==> src/rtl/atu_pkg.sv <==
package atu_pkg;
  localparam int REG_AW    = 5;
  localparam int REG_W     = 32;
  localparam int KIND_W    = 5;
  localparam int VP_IDX_W  = 4;

  localparam logic [2:0] W_VIEW  = 3'd0;
  localparam logic [2:0] W_KIND  = 3'd1;
  localparam logic [2:0] W_CTRL  = 3'd2;
  localparam logic [2:0] W_BLO   = 3'd3;
  localparam logic [2:0] W_BHI   = 3'd4;
  localparam logic [2:0] W_LIM   = 3'd5;
  localparam logic [2:0] W_TLO   = 3'd6;
  localparam logic [2:0] W_THI   = 3'd7;

  localparam logic [KIND_W-1:0] KIND_MEM  = 5'd0;
  localparam logic [KIND_W-1:0] KIND_IO   = 5'd2;
  localparam logic [KIND_W-1:0] KIND_CFG0 = 5'd4;
  localparam logic [KIND_W-1:0] KIND_CFG1 = 5'd5;

  typedef struct packed {
    logic [KIND_W-1:0] kind;
    logic              en;
    logic              bar_mode;
    logic [REG_W-1:0]  base_lo;
    logic [REG_W-1:0]  base_hi;
    logic [REG_W-1:0]  limit;
    logic [REG_W-1:0]  tgt_lo;
    logic [REG_W-1:0]  tgt_hi;
  } window_t;
endpackage

==> src/rtl/atu_regfile.sv <==
module atu_regfile
  import atu_pkg::*;
#(
  parameter int NUM_REGIONS = 2
) (
  input  logic                           clk,
  input  logic                           rst,
  input  logic                           wr_en,
  input  logic [REG_AW-1:0]              wr_addr,
  input  logic [REG_W-1:0]               wr_data,
  input  logic                           rd_en,
  input  logic [REG_AW-1:0]              rd_addr,
  output logic [REG_W-1:0]               rd_data,
  output window_t [NUM_REGIONS-1:0]      windows
);
  logic                vp_inbound;
  logic [VP_IDX_W-1:0] vp_idx;
  logic                vp_ok;

  assign vp_ok = !vp_inbound && (int'(vp_idx) < NUM_REGIONS);

  logic [2:0] wr_word, rd_word;
  assign wr_word = wr_addr[REG_AW-1:2];
  assign rd_word = rd_addr[REG_AW-1:2];

  always_ff @(posedge clk) begin
    if (rst) begin
      vp_inbound <= 1'b0;
      vp_idx     <= '0;
    end else if (wr_en && wr_word == W_VIEW) begin
      vp_inbound <= wr_data[31];
      vp_idx     <= wr_data[VP_IDX_W-1:0];
    end
  end

  for (genvar g = 0; g < NUM_REGIONS; g++) begin : g_win
    logic hit_sel;
    assign hit_sel = wr_en && vp_ok && (vp_idx == VP_IDX_W'(g));
    always_ff @(posedge clk) begin
      if (rst) begin
        windows[g] <= '0;
      end else if (hit_sel) begin
        case (wr_word)
          W_KIND: windows[g].kind    <= wr_data[KIND_W-1:0];
          W_CTRL: begin
            windows[g].en       <= wr_data[31];
            windows[g].bar_mode <= wr_data[30];
          end
          W_BLO:  windows[g].base_lo <= wr_data;
          W_BHI:  windows[g].base_hi <= wr_data;
          W_LIM:  windows[g].limit   <= wr_data;
          W_TLO:  windows[g].tgt_lo  <= wr_data;
          W_THI:  windows[g].tgt_hi  <= wr_data;
          default: ;
        endcase
      end
    end
  end

  window_t          cur;
  logic [REG_W-1:0] rd_val;

  always_comb begin
    cur = '0;
    for (int i = 0; i < NUM_REGIONS; i++)
      if (vp_ok && vp_idx == VP_IDX_W'(i)) cur = windows[i];
  end

  always_comb begin
    rd_val = '0;
    case (rd_word)
      W_VIEW:  rd_val = {vp_inbound, {(REG_W-1-VP_IDX_W){1'b0}}, vp_idx};
      W_KIND:  rd_val = {{(REG_W-KIND_W){1'b0}}, cur.kind};
      W_CTRL:  rd_val = {cur.en, cur.bar_mode, {(REG_W-2){1'b0}}};
      W_BLO:   rd_val = cur.base_lo;
      W_BHI:   rd_val = cur.base_hi;
      W_LIM:   rd_val = cur.limit;
      W_TLO:   rd_val = cur.tgt_lo;
      W_THI:   rd_val = cur.tgt_hi;
      default: rd_val = '0;
    endcase
  end

  always_ff @(posedge clk) begin
    if (rst)        rd_data <= '0;
    else if (rd_en) rd_data <= rd_val;
  end
endmodule

==> src/rtl/atu_match.sv <==
module atu_match
  import atu_pkg::*;
#(
  parameter int NUM_REGIONS = 2,
  localparam int IDX_W = (NUM_REGIONS > 1) ? $clog2(NUM_REGIONS) : 1
) (
  input  window_t [NUM_REGIONS-1:0] windows,
  input  logic [REG_W-1:0]          addr,
  output logic [NUM_REGIONS-1:0]    hit_vec,
  output logic                      any_hit,
  output logic [IDX_W-1:0]          sel_idx,
  output logic [KIND_W-1:0]         sel_kind,
  output logic [2*REG_W-1:0]        sel_addr
);
  logic [2*REG_W-1:0] xlat [NUM_REGIONS];

  for (genvar g = 0; g < NUM_REGIONS; g++) begin : g_cmp
    logic [REG_W-1:0] delta;
    assign delta   = addr - windows[g].base_lo;
    assign hit_vec[g] = windows[g].en && (windows[g].base_hi == '0) &&
                        (addr >= windows[g].base_lo) && (addr <= windows[g].limit);
    assign xlat[g] = {windows[g].tgt_hi, windows[g].tgt_lo} + {{REG_W{1'b0}}, delta};
  end

  always_comb begin
    any_hit  = 1'b0;
    sel_idx  = '0;
    sel_kind = KIND_MEM;
    sel_addr = {{REG_W{1'b0}}, addr};
    for (int i = NUM_REGIONS - 1; i >= 0; i--) begin
      if (hit_vec[i]) begin
        any_hit  = 1'b1;
        sel_idx  = IDX_W'(i);
        sel_kind = windows[i].kind;
        sel_addr = xlat[i];
      end
    end
  end
endmodule

==> src/rtl/atu_cfg_pack.sv <==
module atu_cfg_pack
  import atu_pkg::*;
#(
  parameter int OFS_W = 12
) (
  input  logic              clk,
  input  logic              rst,
  input  logic              in_valid,
  input  logic [7:0]        bus,
  input  logic [4:0]        dev,
  input  logic [2:0]        func,
  input  logic [OFS_W-1:0]  offset,
  output logic              out_valid,
  output logic [REG_W-1:0]  target,
  output logic [KIND_W-1:0] kind,
  output logic [OFS_W-1:0]  offset_al
);
  always_ff @(posedge clk) begin
    if (rst) begin
      out_valid <= 1'b0;
      target    <= '0;
      kind      <= '0;
      offset_al <= '0;
    end else begin
      out_valid <= in_valid;
      if (in_valid) begin
        target    <= {bus, dev, func, 16'h0000};
        kind      <= (bus < 8'd2) ? KIND_CFG0 : KIND_CFG1;
        offset_al <= {offset[OFS_W-1:2], 2'b00};
      end
    end
  end
endmodule

==> src/rtl/atu_outbound_xlate.sv <==
module atu_outbound_xlate
  import atu_pkg::*;
#(
  parameter int NUM_REGIONS = 2,
  parameter int CFG_OFS_W   = 12,
  localparam int IDX_W = (NUM_REGIONS > 1) ? $clog2(NUM_REGIONS) : 1
) (
  input  logic                  clk,
  input  logic                  rst,
  input  logic                  wr_en,
  input  logic [REG_AW-1:0]     wr_addr,
  input  logic [REG_W-1:0]      wr_data,
  input  logic                  rd_en,
  input  logic [REG_AW-1:0]     rd_addr,
  output logic [REG_W-1:0]      rd_data,
  input  logic                  req_valid,
  input  logic [REG_W-1:0]      req_addr,
  output logic                  out_valid,
  output logic                  out_hit,
  output logic [IDX_W-1:0]      out_region,
  output logic [KIND_W-1:0]     out_type,
  output logic [2*REG_W-1:0]    out_addr,
  input  logic                  cfg_valid,
  input  logic [7:0]            cfg_bus,
  input  logic [4:0]            cfg_dev,
  input  logic [2:0]            cfg_func,
  input  logic [CFG_OFS_W-1:0]  cfg_offset,
  output logic                  cfg_out_valid,
  output logic [REG_W-1:0]      cfg_target,
  output logic [KIND_W-1:0]     cfg_type,
  output logic [CFG_OFS_W-1:0]  cfg_offset_out
);
  window_t [NUM_REGIONS-1:0] windows;
  logic [NUM_REGIONS-1:0]    hit_vec;
  logic                      any_hit;
  logic [IDX_W-1:0]          sel_idx;
  logic [KIND_W-1:0]         sel_kind;
  logic [2*REG_W-1:0]        sel_addr;

  atu_regfile #(.NUM_REGIONS(NUM_REGIONS)) u_regs (
    .clk(clk), .rst(rst),
    .wr_en(wr_en), .wr_addr(wr_addr), .wr_data(wr_data),
    .rd_en(rd_en), .rd_addr(rd_addr), .rd_data(rd_data),
    .windows(windows)
  );

  atu_match #(.NUM_REGIONS(NUM_REGIONS)) u_match (
    .windows(windows), .addr(req_addr),
    .hit_vec(hit_vec), .any_hit(any_hit), .sel_idx(sel_idx),
    .sel_kind(sel_kind), .sel_addr(sel_addr)
  );

  always_ff @(posedge clk) begin
    if (rst) begin
      out_valid  <= 1'b0;
      out_hit    <= 1'b0;
      out_region <= '0;
      out_type   <= '0;
      out_addr   <= '0;
    end else begin
      out_valid <= req_valid;
      if (req_valid) begin
        out_hit    <= any_hit;
        out_region <= sel_idx;
        out_type   <= sel_kind;
        out_addr   <= sel_addr;
      end
    end
  end

  atu_cfg_pack #(.OFS_W(CFG_OFS_W)) u_cfg (
    .clk(clk), .rst(rst), .in_valid(cfg_valid),
    .bus(cfg_bus), .dev(cfg_dev), .func(cfg_func), .offset(cfg_offset),
    .out_valid(cfg_out_valid), .target(cfg_target), .kind(cfg_type),
    .offset_al(cfg_offset_out)
  );
endmodule

==> config.mk <==
export PLATFORM = sky130hd
export DESIGN_NAME = atu_outbound_xlate
export DESIGN_NICKNAME = d
export VERILOG_FILES = /design/src/rtl/atu_pkg.sv /design/src/rtl/atu_regfile.sv /design/src/rtl/atu_match.sv /design/src/rtl/atu_cfg_pack.sv /design/src/rtl/atu_outbound_xlate.sv
export SDC_FILE = /design/constraint.sdc
export NUM_CORES = 2
export LEC_CHECK = 0
export BUFFER_PORTS_ARGS = -buffer_cell sky130_fd_sc_hd__buf_2
export CAP_MARGIN = 20
export CORE_MARGIN = 2
export CORE_UTILIZATION = 50
export CTS_BUF_LIST = sky130_fd_sc_hd__clkbuf_4
export CTS_CLUSTER_DIAMETER = 100
export DETAILED_ROUTE_END_ITERATION = 12
export PLACE_DENSITY = 0.73
export SLEW_MARGIN = 5
export SYNTH_ARGS = -nofsm -noshare
export SYNTH_HDL_FRONTEND = slang
export SYNTH_SLANG_ARGS = --single-unit
==> constraint.sdc <==
create_clock -name clk -period 8.6 [get_ports clk]
set_input_delay 0.86 -clock clk [delete_from_list [all_inputs] [get_ports clk]]
set_output_delay 0.86 -clock clk [all_outputs]
set_load 0.01 [all_outputs]
# After elaboration in Yosys (flattened, before gate mapping)
# Index checks and enable logic that the tools add are counted.
[totals] memories=0 inputBits=108 wordCells=97 output_inout_bits=154 mem_bits_ro=0 latch_bits=0 register_bits=475 ramBits=0
[op_classes] n_reduce_logical=33 n_eq_ne=15 mul=0 n_lt_le_gt_ge=6 n_addsub=4 n_mux=11 div_mod_pow=0 n_bitwise=0 n_shift=0
[op_table] operator="167-bit two-way mux" n=2
[op_table] operator="32-bit case mux with 8 select lines" n=1
[op_table] operator="64-bit by 32-bit adder with 64-bit output" n=2
[op_table] operator="64-bit two-way mux" n=2
[op_table] operator="32-bit greater-or-equal comparator" n=2
[op_table] operator="32-bit less-or-equal comparator" n=2
[op_table] operator="32-bit zero test" n=2
[op_table] operator="32-bit subtractor" n=2
[op_table] operator="2-bit AND reduction" n=14
[op_table] operator="3-bit == test (second input constant)" n=8
[op_table] operator="1-bit logical AND" n=13
[op_table] operator="3-bit by 2-bit == test with 1-bit output (second input constant)" n=4
[op_table] operator="5-bit two-way mux" n=2
[op_table] operator="8-bit by 2-bit less-than comparator with 1-bit output (second input constant)" n=1
[op_table] operator="3-bit by 1-bit == test with 1-bit output (second input constant)" n=2
[op_table] operator="3-bit zero test" n=2
[op_table] operator="4-bit by 1-bit == test with 1-bit output (second input constant)" n=1
[op_table] operator="4-bit zero test" n=1
[op_table] operator="4-bit by 2-bit less-than comparator with 1-bit output (second input constant)" n=1
[op_table] operator="1-bit two-way mux" n=4
[op_table] operator="1-bit zero test" n=1

# Logic depth before layout (Yosys ltp)
[depth] word_depth=6 mapped_depth=25 depth_no_buf=24

# Modules after synthesis
# From an unflattened synthesis, not the netlist that was laid out.
[unflattened] cells_unflattened=3933 hier_area_um2=30459.2
[modules_own_cells] module="atu_regfile" instances=1 seq_area_each_um2=7427.1 area_per_inst_um2=15897.7 cells_per_inst=2002
[modules_own_cells] module="atu_match" instances=1 seq_area_each_um2=0.0 area_per_inst_um2=10777.8 cells_per_inst=1583
[modules_own_cells] module="atu_outbound_xlate" instances=1 seq_area_each_um2=1441.4 area_per_inst_um2=2573.7 cells_per_inst=231
[modules_own_cells] module="atu_cfg_pack" instances=1 seq_area_each_um2=580.6 area_per_inst_um2=1209.9 cells_per_inst=117

# Worst setup path before layout
# OpenSTA, ideal clock, no wires.
[synth_timing] path_kind="input to register" start="input req_addr[0]" end="register out_addr[54]" arrival_ns=5.545 stages=25 setup_time_ns=0.132 setup_slack_ns=2.923 cell_sequence="inv_1 ha_1 fa_1 nor2b_1 o31a_1 o311a_1 o41ai_1 a31oi_1 nor2_1 a21oi_1 a21o_1 a21oi_1 xnor2_1 ha_1 and3_1 and3_1 nand4_1 o22a_1 a211o_1 a31o_2 buf_2 nor4_2 xor2_1 a221oi_1 nor3_1"
[synth_via] elab_chain_cells=5 word_cells_on_any_way=14 cone_classes="add/sub: 4; order compare: 4; mux: 2; reduce/logical: 4"
[synth_lines] element="start: declaration" line_no="atu_outbound_xlate.sv:17" source="input logic [REG_W-1:0] req_addr,"
[synth_lines] element="parallel branches: the longest is 4 deep, another holds 64-bit by 32-bit adder with 64-bit output"
[synth_lines] element="64-bit two-way mux *" line_no="atu_match.sv:31" source="if (hit_vec[i]) begin"
[synth_lines] element="end signal: assignment" line_no="atu_outbound_xlate.sv:66" source="out_addr <= sel_addr;"
[synth_lines] element="end: declaration" line_no="atu_outbound_xlate.sv:22" source="output logic [2*REG_W-1:0] out_addr,"
# Every way passes the cells marked *.
# A chain may end at the register's enable or synchronous reset.

# Worst setup path in the final report
[layout_timing] start="register u_regs.windows[129] (netlist name)" end="register out_addr[63]"
[layout_via] elab_chain_cells=4 word_cells_on_any_way=6 cone_classes="add/sub: 2; order compare: 1; mux: 1; reduce/logical: 2"
[layout_lines] element="parallel branches: the longest is 3 deep, another holds 64-bit by 32-bit adder with 64-bit output"
[layout_lines] element="64-bit two-way mux *" line_no="atu_match.sv:31"
# Marks and branches as above.

==> results.py <==
metrics = {
    "power": {
        "powerDensity_nw_per_um2": 161.3,
        "peakVddDrop_mv": 0.1281,
        "power_mw": 5.275,
        "leakagePower_nw": 12.68,
    },
    "logic_synthesis": {
        "yosysTopAreaCell": "dfxtp_1",
        "async_reset_ff_share_pct": 0,
        "synth_cells": 3921,
        "synth_common_cells": "804 x nand2_1, 517 x a21oi_1, 472 x dfxtp_1",
        "netlist_area_um2": 29470,
        "ys_seq_area_share_pct": 32.07,
        "netlist_top_cells_area": "dfxtp_1 32%, nand2_1 10%, a21oi_1 8.8%",
        "synth_ff_type": "dfxtp_1",
        "synth.most_common_cell": "nand2_1",
        "synth.top_cell.area_share_pct": 32.07,
        "ys_warn_count": 0,
        "synth_seq_cells": 472,
        "synth.distinct_cells": 81,
        "syn_area_per_cell_um2": 7.515,
        "synth_edf_count": 0,
    },
    "grt": {
        "grt_first_pass_wirelength_mm": 176.7,
        "grt_usage_pct": 38.94,
        "grt_pass1_vias": 28430,
        "grt_overflow_total": 0,
        "grt_max_degree": 185,
        "grt_antenna_before_repair": 3,
    },
    "timing": {
        "finalMaxSlewViolations": 0,
        "fin_ws_ns": 1.443,
        "clock.fmax_mhz": 139.7,
        "hold_viol": 0,
        "worst_slew_pin_slew_ns": 1.224,
        "max_slew_margin_pct": 17.68,
        "grt_setup_unrepaired": "false",
        "finClkSkew_ns": 0.06987,
        "finalSetupTns_ns": 0,
        "finalHoldWorstSlack_ns": 0.05987,
        "finalSetupViolCount": 0,
        "period_minus_slack_ns": 7.157,
        "final.period_utilization_pct": 83.22,
    },
    "place": {
        "hpwl_mm": 86.91,
        "dpl.cell_count": 4708,
        "numPortBuffers": 234,
        "globalplace.congestion": 1.014,
        "post-place-ws_ns": 1.155,
    },
    "clock_network": {
        "insertion_delay_ns": 1.06,
        "cts_tree": "built",
        "clk_path_buf_depth": 3,
        "ctsRootBufferMaster": "clkbuf_4",
        "cts_setup_buffers": 0,
        "postCtsHoldBufs": 0,
        "numCtsBuffers": 135,
        "clk_pin_slew_worst_paths_ns": 0.07,
        "cts_resized": 0,
        "cts-htree-levels": 4,
        "cts_sinks": 472,
    },
    "routing": {
        "drt_pass1_iterations": 6,
        "ant_nets": 0,
        "drt_iter0_drc": 3606,
        "via_per_inst": 6.202,
        "num_vias": 30710,
        "drc": 0,
        "wl_mm": 120.7,
        "wire_per_inst_um": 24.38,
    },
    "worst_setup_path": {
        "required_ns": 9.50,
        "crit_path_max_incr_delay_ns": 0.85,
        "path_class": "register to register",
        "crit_fanout": 11,
        "cp-end-kind": "register",
        "cpLargestDelayFamily": "compound AO/OA/AOI/OAI gates",
        "cp_cell_sequence": "inv_1 > ha_1 > nor2b_1 > o31a_1 > o311ai_0 > a211oi_1 > and4_1 > o21ai_0 > a31o_2 > a211oi_1 > a311o_1 > ha_1 > and3_1 > nand3_1 > nor3_1 > o211ai_1 > and2_1 > nor4_1 > xor2_1 > a221oi_1 > nor3_1",
        "crit_start": "u_regs.windows[129]$_SDFFE_PP0P_",
        "reg2reg_from": "u_regs.windows[129]$_SDFFE_PP0P_",
        "critPathArrivalTime_ns": 8.06,
        "cp.buffers_inverters": 1,
        "crit_slowest_cell": "o311ai_0",
        "worstSetupStartpointType": "register",
        "r2r_slack_ns": 1.44,
    },
    "run_status": {
        "status": "finished clean",
    },
    "floorplan": {
        "rows": 88,
        "dieArea_um2": 60900,
        "start_util_pct": 50.78,
        "core_area_um2": 58030,
        "die_x_um": 246.8,
        "die_h_um": 246.8,
        "io_pins": 262,
    },
    "job": {
        "drv_cap": 0,
    },
    "finish": {
        "drive_gt1_share_pct": 13.65,
        "fin_cells": 4952,
        "area_growth_pct": 10.98,
        "fin_nets": 4389,
    },
    "worst_hold_path": {
        "hold_start": "cfg_dev[4]",
        "holdCritPathClass": "input pin to register",
    },
}
[where the power goes]
group          internal (mW)  switching, mW
Combinational          0.288          0.573
Clock                   1.07           1.07
Sequential              2.23         0.0420
Total                   3.59           1.69
[cell usage in the layout (no fill, tap or decap), types with 15 or more instances in the layout]
master	instances
a211oi_1	31
a21o_1	75
a21oi_1	517
a221oi_1	47
a22oi_1	67
a311oi_1	20
a31oi_1	27
and3_1	25
buf_2	233
buf_4	38
clkbuf_4	192
clkinv_1	26
conb_1	21
dfxtp_1	471
ha_1	196
inv_1	168
mux2_2	17
mux2i_1	103
nand2_1	801
nand2b_1	20
nand3_1	69
nand4_1	43
nor2_1	247
nor2b_1	15
nor3_1	98
nor4_1	27
o211ai_1	16
o21a_1	19
o21ai_0	122
o21bai_1	19
o221ai_1	28
xnor2_1	106
xor2_1	65
[through the flow]
| stage | util, % | cell area (um2) |
|---|---|---|
| 4_1_cts | 56.29 | 32670 |
| 3_3_place_gp | 53.36 | 30960 |
| 6_report | 56.36 | 32710 |
| 5_1_grt | 56.36 | 32700 |
| 3_5_place_dp | 53.38 | 30980 |
| 2_1_floorplan | - | 29540 |
[area by class of cell]
class,count,area (um2)
fillers,5664,25320
diodes,5,12.51
clock buffers,192,1441
inverters,168,630.6
flip-flops and latches,472,9453
well taps,765,957.2
multi-input cells,3028,18410
clock inverters,46,247.7
repair buffers,276,1549
[registers in the layout (all words and copies together) (netlist names)]
name	flops
u_cfg.out_valid	1
u_cfg.target	16
u_regs.vp_inbound	1
u_cfg.kind	2
out_hit	1
out_valid	1
out_type	5
u_regs.rd_data	32
out_addr	64
out_region	1
u_cfg.offset_al	10
u_regs.vp_idx	4
u_regs.windows	334
[metal layers]
layer | part of all wire, % | track usage, % | vias to the layer above
met4 | 7.9 | 26.75 | 2
met5 | 0.011 | 0 | -
met1 | 39 | 49.55 | 14220
met2 | 42 | 57.90 | 1890
li1 | - | - | 14160
met3 | 11 | 9.627 | 443
[cell families after synthesis]
| group | count (synthesis) | share of synthesized area, % |
|---|---|---|
| compound gates | 1079 | 22.81 |
| xor+xnor | 171 | 5.082 |
| flops | 472 | 32.07 |
| fa+ha+maj | 200 | 8.594 |
| mux | 123 | 4.378 |
| simple gates | 1434 | 21.05 |
| other cells | 1 | 0.01273 |
| buf+inv | 441 | 6.004 |
[worst reg2reg max path: stages, from the launching register on]
cell and delay [ns]:
dfxtp_1 0.46, inv_1 0.08, ha_1 0.29, nor2b_1 0.14, o31a_1 0.28, o311ai_0 0.85
a211oi_1 0.23, and4_1 0.31, o21ai_0 0.41, a31o_2 0.27, a211oi_1 0.13, a311o_1 0.39
ha_1 0.44, and3_1 0.26, nand3_1 0.09, nor3_1 0.57, o211ai_1 0.39, and2_1 0.41
nor4_1 0.45, xor2_1 0.12, a221oi_1 0.37, nor3_1 0.08
[path summary, 6_finish.rpt]
kind / endpoint / depth (start not counted)
worst min register to register: u_regs.windows[132]$_SDFFE_PP0P_ / 2
worst min-delay path: u_cfg.target[23]$_SDFFE_PP0P_ / 3
worst max-delay path: out_addr[63]$_SDFFE_PP0P_ / 21
worst max register to register: out_addr[63]$_SDFFE_PP0P_ / 21
Power figures use the tool's default switching activity.
